--- src/rtl/brk_cnt_pkg.sv ---
package brk_cnt_pkg;
  typedef enum logic {
    SRC_INSTR = 1'b0,
    SRC_LDST  = 1'b1
  } src_kind_e;
endpackage

--- src/rtl/brk_evt_select.sv ---
module brk_evt_select
  import brk_cnt_pkg::*;
#(
  parameter int unsigned NUM_IW = 4,
  parameter int unsigned NUM_LW = 2,
  parameter int unsigned SEL_W  = 2
) (
  input  logic [NUM_IW-1:0] iw_evt,
  input  logic [NUM_LW-1:0] lw_evt,
  input  logic              ri_status,
  input  logic              mask_en,
  input  src_kind_e         src,
  input  logic [SEL_W-1:0]  sel,
  output logic              ctx_block,
  output logic              hit
);
  logic raw_hit;

  always_comb begin
    raw_hit = 1'b0;
    if (src == SRC_INSTR) begin
      if (int'(sel) < NUM_IW) raw_hit = iw_evt[sel];
    end else begin
      if (int'(sel) < NUM_LW) raw_hit = lw_evt[sel];
    end
  end

  assign ctx_block = mask_en & ~ri_status;
  assign hit       = raw_hit & ~ctx_block;
endmodule

--- src/rtl/brk_count_unit.sv ---
module brk_count_unit
  import brk_cnt_pkg::*;
#(
  parameter int unsigned CNT_W = 16,
  parameter int unsigned SEL_W = 2
) (
  input  logic             clk,
  input  logic             rst_n,
  input  logic             wr_en,
  input  logic [CNT_W-1:0] wr_value,
  input  src_kind_e        wr_src,
  input  logic [SEL_W-1:0] wr_sel,
  input  logic             hit,
  input  logic             ctx_block,
  output src_kind_e        src,
  output logic [SEL_W-1:0] sel,
  output logic [CNT_W-1:0] count,
  output logic             brk
);
  logic live;
  logic consume;
  logic last_one;

  function automatic logic [CNT_W-1:0] step_count(input logic [CNT_W-1:0] c,
                                                   input src_kind_e s);
    if (s == SRC_INSTR && c == CNT_W'(1)) return c;
    return c - CNT_W'(1);
  endfunction

  function automatic logic runs_out(input logic [CNT_W-1:0] c);
    return c == CNT_W'(1);
  endfunction

  assign live     = (count != '0) && !brk;
  assign consume  = hit && live && !wr_en;
  assign last_one = runs_out(count);

  always_ff @(posedge clk or negedge rst_n) begin
    if (!rst_n) begin
      count <= '0;
      brk   <= 1'b0;
      src   <= SRC_INSTR;
      sel   <= '0;
    end else if (wr_en) begin
      count <= wr_value;
      brk   <= 1'b0;
      src   <= wr_src;
      sel   <= wr_sel;
    end else if (consume) begin
      count <= step_count(count, src);
      if (last_one) brk <= 1'b1;
    end
  end

  AST_LOAD_WINS: assert property (@(posedge clk) disable iff (!rst_n)
    wr_en |=> (count == $past(wr_value)) && !brk);
  AST_STEP_ONE: assert property (@(posedge clk) disable iff (!rst_n)
    (consume && count > CNT_W'(1)) |=> count == CNT_W'($past(count) - CNT_W'(1)));
  AST_INSTR_STAYS_ONE: assert property (@(posedge clk) disable iff (!rst_n)
    (consume && count == CNT_W'(1) && src == SRC_INSTR) |=> (count == CNT_W'(1)) && brk);
  AST_LDST_HITS_ZERO: assert property (@(posedge clk) disable iff (!rst_n)
    (consume && count == CNT_W'(1) && src == SRC_LDST) |=> (count == '0) && brk);
  AST_ZERO_IDLE: assert property (@(posedge clk) disable iff (!rst_n)
    (count == '0 && !brk && !wr_en) |=> (count == '0) && !brk);
  AST_MASK_FREEZE: assert property (@(posedge clk) disable iff (!rst_n)
    (ctx_block && !wr_en) |=> $stable(count) && $stable(brk));
  AST_BRK_HELD: assert property (@(posedge clk) disable iff (!rst_n)
    (brk && !wr_en) |=> brk && $stable(count));
endmodule

--- src/rtl/brk_countdown.sv ---
module brk_countdown
  import brk_cnt_pkg::*;
#(
  parameter int unsigned NUM_CNT = 2,
  parameter int unsigned CNT_W   = 16,
  parameter int unsigned NUM_IW  = 4,
  parameter int unsigned NUM_LW  = 2,
  localparam int unsigned MAX_SRC = (NUM_IW > NUM_LW) ? NUM_IW : NUM_LW,
  localparam int unsigned SEL_W   = (MAX_SRC > 2) ? $clog2(MAX_SRC) : 1
) (
  input  logic                     clk,
  input  logic                     rst_n,
  input  logic [NUM_IW-1:0]        iw_evt,
  input  logic [NUM_LW-1:0]        lw_evt,
  input  logic                     ri_status,
  input  logic                     mask_en,
  input  logic [NUM_CNT-1:0]       wr_en,
  input  logic [CNT_W-1:0]         wr_value,
  input  logic                     wr_src_ls,
  input  logic [SEL_W-1:0]         wr_sel,
  output logic [NUM_CNT-1:0]       brk_req,
  output logic [NUM_CNT*CNT_W-1:0] cnt_value
);
  src_kind_e wr_src;
  assign wr_src = wr_src_ls ? SRC_LDST : SRC_INSTR;

  for (genvar g = 0; g < NUM_CNT; g++) begin : g_cnt
    src_kind_e        src;
    logic [SEL_W-1:0] sel;
    logic             hit;
    logic             ctx_block;
    logic [CNT_W-1:0] count;
    logic             brk;

    brk_evt_select #(
      .NUM_IW(NUM_IW), .NUM_LW(NUM_LW), .SEL_W(SEL_W)
    ) u_sel (
      .iw_evt(iw_evt), .lw_evt(lw_evt), .ri_status(ri_status),
      .mask_en(mask_en), .src(src), .sel(sel),
      .ctx_block(ctx_block), .hit(hit)
    );

    brk_count_unit #(
      .CNT_W(CNT_W), .SEL_W(SEL_W)
    ) u_unit (
      .clk(clk), .rst_n(rst_n), .wr_en(wr_en[g]), .wr_value(wr_value),
      .wr_src(wr_src), .wr_sel(wr_sel), .hit(hit), .ctx_block(ctx_block),
      .src(src), .sel(sel), .count(count), .brk(brk)
    );

    assign brk_req[g]                   = brk;
    assign cnt_value[g*CNT_W +: CNT_W]  = count;
  end
endmodule

--- config.mk ---
export PLATFORM = sky130hd
export DESIGN_NAME = brk_countdown
export DESIGN_NICKNAME = d
export VERILOG_FILES = /design/src/rtl/brk_cnt_pkg.sv /design/src/rtl/brk_evt_select.sv /design/src/rtl/brk_count_unit.sv /design/src/rtl/brk_countdown.sv
export SDC_FILE = /design/constraint.sdc
export NUM_CORES = 1
export LEC_CHECK = 0
export BUFFER_PORTS_ARGS = -buffer_cell sky130_fd_sc_hd__buf_4
export CORE_ASPECT_RATIO = 1.1
export CORE_UTILIZATION = 50
export DETAILED_ROUTE_END_ITERATION = 10
export PLACE_DENSITY = 0.76
export SYNTH_ARGS = -nofsm -noshare
export SYNTH_HDL_FRONTEND = slang
export SYNTH_SLANG_ARGS = --single-unit
--- constraint.sdc ---
create_clock -name clk -period 2.9 [get_ports clk]
set_input_delay 0 -clock clk [delete_from_list [all_inputs] [get_ports clk]]
set_output_delay 0 -clock clk [all_outputs]
set_load 0.01 [all_outputs]
# Word level (Yosys, flattened, before mapping)

Index checks and enable logic that the tools add are counted.

Output and inout port bits: 34
Bits in registers: 40
Input port bits: 31

Equal/unequal tests: 4
Muxes and demuxes: 31
Add/sub/neg operators: 2
Bitwise operators: 7
Reduce and logical (&&, ||, !) cells: 22
Order comparisons: 6

Operator list:

| kind                    | number |
|---|---|
| $mux W16                | 6 |
| $eq A16 B1 Y1 const B   | 2 |
| $reduce_bool A16 Y1     | 2 |
| $sub A16 B1 Y16 const B | 2 |
| $mux W1                 | 23 |
| $logic_and A1 B1 Y1     | 8 |
| $lt A2 B2 Y1 const B    | 4 |
| $reduce_and A2 Y1       | 4 |
| $reduce_bool A2 Y1      | 4 |
| $lt A2 B3 Y1 const B    | 2 |
| $ne A3 B3 Y1 const B    | 2 |
| $bmux W1 S2             | 2 |
| $logic_not A1 Y1        | 4 |
| $not A1 Y1              | 4 |
| $and A1 B1 Y1           | 3 |

# Logic depth before layout (Yosys ltp)

Depth after elaboration: 12
Mapped depth: 8
Gate-level depth less buffers: 7

# By module

From an unflattened synthesis, not the netlist that was laid out.

Cells, all modules: 300
Area total of the unflattened synthesis: 2,797.7 um^2

By module, submodules not included:

| module         | instances | cells each | area an instance (um^2) |
|---|---|---|---|
| brk_count_unit | 2         | 143        | 1,332.5 |
| brk_evt_select | 2         | 6          | 58.8 |
| brk_countdown  | 1         | 2          | 15.0 |

# Worst setup path before layout

No wires, ideal clock.

Kind: reg2reg
Start: register g_cnt[0].u_unit.count[12]
End: register g_cnt[0].u_unit.count[5]
Period minus slack after synthesis: 2.102 ns
Library setup time: 0.152 ns
Setup slack: 0.798 ns
Cell stages (with the launch flop): 6
Buffers on the path: 0
Required time: 2.748 ns
Arrival: 1.950 ns
Cell sequence: dfrtp_1 or4_4 or3_4 or3_4 nand4_1 o311ai_0

Longest elaborated chain between the ends: 7
Elaborated cells between the ends (all ways): 12
Those cells by class: 2 x eq/ne; 3 x mux; 7 x reduce/logical

Ends and longest elaborated chain:

| item                                 | line                 | RTL |
|---|---|---|
| start, declared                      | brk_count_unit.sv:17 | `output logic [CNT_W-1:0] count,` |
| start signal, assigned               | brk_count_unit.sv:45 | `count <= wr_value;` |
| start signal, assigned               | brk_count_unit.sv:50 | `count <= step_count(count, src);` |
| $eq A16 B1 Y1                        | brk_count_unit.sv:26 | `if (s == SRC_INSTR && c == CNT_W'(1)) return c;` |
| $logic_and A1 B1 Y1                  | brk_count_unit.sv:26 |  |
| $mux W1                              | brk_count_unit.sv:26 |  |
| $mux W1                              | brk_count_unit.sv:49 | `end else if (consume) begin` |
| $mux W1                              | brk_count_unit.sv:44 | `end else if (wr_en) begin` |
| $ne A3 B3 Y1 (no source line)        | n/a                  |  |
| $reduce_and A2 Y1 (no source line) * | n/a                  |  |

Every way passes the cells marked *; elsewhere a longest branch is shown, timed or not. The select of a mux whose other input is x is not followed.
A chain may end at the register's enable or synchronous reset.

# Worst setup path in the final report

Start: register g_cnt[0].u_unit.sel[0]
End: register g_cnt[0].u_unit.count[11]

Longest elaborated chain between the ends: 9
Elaborated cells between the ends (all ways): 12
Those cells by class: 1 x order compare; 6 x mux; 1 x bitwise; 4 x reduce/logical

Ends and longest elaborated chain:

| item                                       | line                 | RTL |
|---|---|---|
| start, declared                            | brk_count_unit.sv:16 | `output logic [SEL_W-1:0] sel,` |
| start signal, assigned                     | brk_count_unit.sv:48 | `sel <= wr_sel;` |
| $mux W1 (not written as such) (2 in a row) | brk_evt_select.sv:24 | `if (int'(sel) < NUM_LW) raw_hit = lw_evt[sel];` |
| $mux W1                                    | brk_evt_select.sv:24 |  |
| $mux W1 *                                  | brk_evt_select.sv:21 | `if (src == SRC_INSTR) begin` |
| $and A1 B1 Y1 *                            | brk_evt_select.sv:29 | `assign hit = raw_hit & ~ctx_block;` |
| $logic_and A1 B1 Y1 * (2 in a row)         | brk_count_unit.sv:35 | `assign consume = hit && live && !wr_en;` |
| $reduce_bool A2 Y1 (no source line) *      | n/a                  |  |
| $reduce_and A2 Y1 (no source line) *       | n/a                  |  |

Marked as above.

==> flow_summary_export.csv <==
group,metric,value,unit
clock_tree,cts_tree,"built",
routing,dr.first_iter.drc_count,213,
logic_synthesis,synthTopCellsByCount,"dfrtp_1 (40), nor2_1 (26), nand2_1 (21)",
grt,overflow,0,
routing,vias,2633,
logic_synthesis,yosysSeqAreaShare,38.4,%
critical_path,reg2reg_setup_slack,480,ps
grt,antenna_found_initial,0,
clock_tree,cts_resized,0,
logic_synthesis,synth_fp_nets,323,
power,p_leak,0.00136,uW
timing,finalSetupTns,0,ps
power,vdd_drop_max,0.270,mV
critical_path,r2r_start,"g_cnt[0].u_unit.sel[0]$_DFFE_PN0P_",
critical_path,r2r-end,"g_cnt[0].u_unit.count[11]$_DFFE_PN0P_",
clock_tree,ctsHoldBuffers,17,
logic_synthesis,synthFlopType,"dfrtp_1",
logic_synthesis,synthTopCellsByArea,"dfrtp_1 (38%), o21ai_0 (3.8%), nor2_1 (3.7%)",
hold_path,min_from,"wr_value[12]",
logic_synthesis,ys_async_sr_fraction,100,%
final_layout,ff_latch_area,1000,um2
clock_tree,cts_made_buffers,5,
clock_tree,post_cts_buffers,0,
hold_path,min_to,"g_cnt[0].u_unit.count[12]$_DFFE_PN0P_",
grt,grt_pass1_wl,12400,um
final_layout,layout.nets,399,
logic_synthesis,synth_top_area_cell,"dfrtp_1",
hold_path,min_path_type,"primary input to flip-flop",
critical_path,cp-end-kind,"flip-flop",
floorplan,initial_core_util,52.1,%
logic_synthesis,ys_seq_elements,40,
routing,routed_via_density,6.22,
clock_tree,path_clk_slew,80,ps
logic_synthesis,avgSynthCellArea,9.05,um2
placed_design,placed_area,3110,um2
placed_design,port-buffer-count,64,
final_layout,layout-drive-gt1-share,25.5,%
timing,max_freq,413,MHz
logic_synthesis,yosysMostFrequentCell,"dfrtp_1",
grt,grt_max_degree,41,
timing,period_share,83.5,%
placed_design,hpwl,5280,um
logic_synthesis,synth_edf_count,0,
clock_tree,cts-root-buf,"clkbuf_8",
run_status,status,"complete, no violations",
critical_path,startpoint,"g_cnt[0].u_unit.sel[0]$_DFFE_PN0P_",
floorplan,core_area,5000,um2
final_layout,fin_area,3380,um2
logic_synthesis,ys_types,56,
final_layout,n_antenna_cell,0,
critical_path,critPathArrivalTime,2620,ps
timing,final-setup-viol-count,0,
critical_path,crit_type,"flip-flop to flip-flop",
timing,worst_pin_slew,702,ps
critical_path,crit_path_max_fanout,24,
grt,grt_pass1_vias,2540,
floorplan,die_w,70.8,um
critical_path,r2r_cells,5,
final_layout,n_fill_cell,421,
logic_synthesis,netlist_area,2610,um2
routing,drc,0,
logic_synthesis,synth_cells,288,
timing,grt_setup_unrepaired,"false",
routing,wl,7500,um
floorplan,die_y,77.7,um
routing,drt_pass1_iterations,7,
job,drv_cap,0,
timing,slew_violations,0,
timing,skew,8.53,ps
clock_tree,cts_sinks,40,
timing,maxSlewHeadroom,52.8,%
clock_tree,htreeDepth,2,
logic_synthesis,ys.warnings.count,0,
final_layout,synthToLayoutAreaGrowth,29.9,%
clock_tree,clk_latency,290,ps
critical_path,crit_path_start_kind,"flip-flop",
hold_path,hold_depth,3,
floorplan,rows,27,
timing,finalCriticalPeriod,2420,ps
final_layout,multi_input_area,1490,um2
floorplan,die_area,5510,um2
routing,ant_nets,0,
clock_tree,clock_path_buffers,2,
final_layout,final_util,67.7,%
timing,hold_viol,0,
logic_synthesis,synth_top_cell_area_share,38.4,%
grt,grt_util_all_layers,28.8,%
routing,wl_per_cell,17.7,um
floorplan,ioPinCount,65,
critical_path,cp.required,3100,ps
power,p_per_area,462,nW/um2
placed_design,gp_congestion,0.886,
## report_power, final
| part | switching, uW | internal (uW) |
|---|---|---|
| combinational | 209 | 199 |
| clock | 206 | 256 |
| sequential | 81.9 | 612 |
## critical path, stage by stage (launching register included)
cell and delay, ps:
dfrtp_1 420, mux4_2 350, o2bb2ai_1 220, nand2_1 520, or4_1 640, a31oi_1 190
## layout by cell type (no fill, tap or decap), drive strengths merged, types with 4 or more instances in the layout
cell type | synthesis | final
a21oi | 6 | 6
a31oi | 15 | 15
buf | 6 | 66
clkbuf | 8 | 6
dfrtp | 40 | 40
dlygate4sd3 | 0 | 17
ha | 4 | 4
inv | 12 | 12
mux2 | 5 | 5
nand2 | 21 | 21
nand2b | 5 | 5
nand3 | 9 | 9
nand4 | 6 | 6
nor2 | 26 | 26
nor3 | 7 | 7
nor4 | 14 | 14
o21ai | 20 | 20
o31ai | 7 | 7
o41ai | 4 | 4
or2 | 4 | 4
or3 | 9 | 9
or4 | 12 | 12
xnor2 | 11 | 11
## final cells by class
class                   instances  share of cell area (%)
multi-input cells             221                    44.0
repair buffers                 83                    19.7
well taps                      58                    2.14
flip-flops and latches         40                    29.6
inverters                      13                    1.44
clock buffers                   6                    2.14
clock inverters                 2                    1.04
## layer usage
| metal | up-vias | part of all wire (%) | GRT usage (%) |
|---|---|---|---|
| li1 | 1242 | - | - |
| met1 | 1270 | 44 | 39.1 |
| met2 | 107 | 50 | 46.9 |
| met3 | 14 | 4.7 | 3.90 |
| met4 | 0 | 1.9 | 10.2 |
| met5 | - | 0 | 0 |
## per-stage QoR
step                      instances  setup WS [ps]  total power [uW]  hold WS [ps]
after CTS                       423            499              1570          7.40
after global placement          398            610              1080          11.2
after detailed placement        398            523              1090          17.8
after floorplan                 288            798               904          -296
final                           423            478              1560          15.9
after global routing            423            321              1640          8.30
## logic make-up (layout without fill, tap and decap cells)
family / count (synthesis) / after routing / share of synthesized area (%)
AND/OR/NAND/NOR: 127 / 127 / 28.9
buffers and inverters: 27 / 104 / 4.46
XOR/XNOR: 13 / 13 / 4.37
flip-flops: 40 / 40 / 38.4
multiplexers: 8 / 8 / 4.27
AO/OA/AOI/OAI: 69 / 69 / 17.7
adder cells (fa/ha/maj): 4 / 4 / 1.92
## state kept, by name (all words and copies together), names as in the netlist
register            flops
g_cnt.u_unit.count     32
g_cnt.u_unit.sel        4
g_cnt.u_unit.brk        2
g_cnt.u_unit.src        2
## worst max path at each step
stage	to	slack [ps]
floorplan	g_cnt[0].u_unit.count[5]$_DFFE_PN0P_	800
global placement	g_cnt[0].u_unit.count[6]$_DFFE_PN0P_	610
detailed placement	g_cnt[0].u_unit.count[11]$_DFFE_PN0P_	520
CTS	g_cnt[0].u_unit.count[11]$_DFFE_PN0P_	500
global route	g_cnt[0].u_unit.count[11]$_DFFE_PN0P_	320
finish	g_cnt[0].u_unit.count[11]$_DFFE_PN0P_	480
Power figures use the tool's default switching activity.
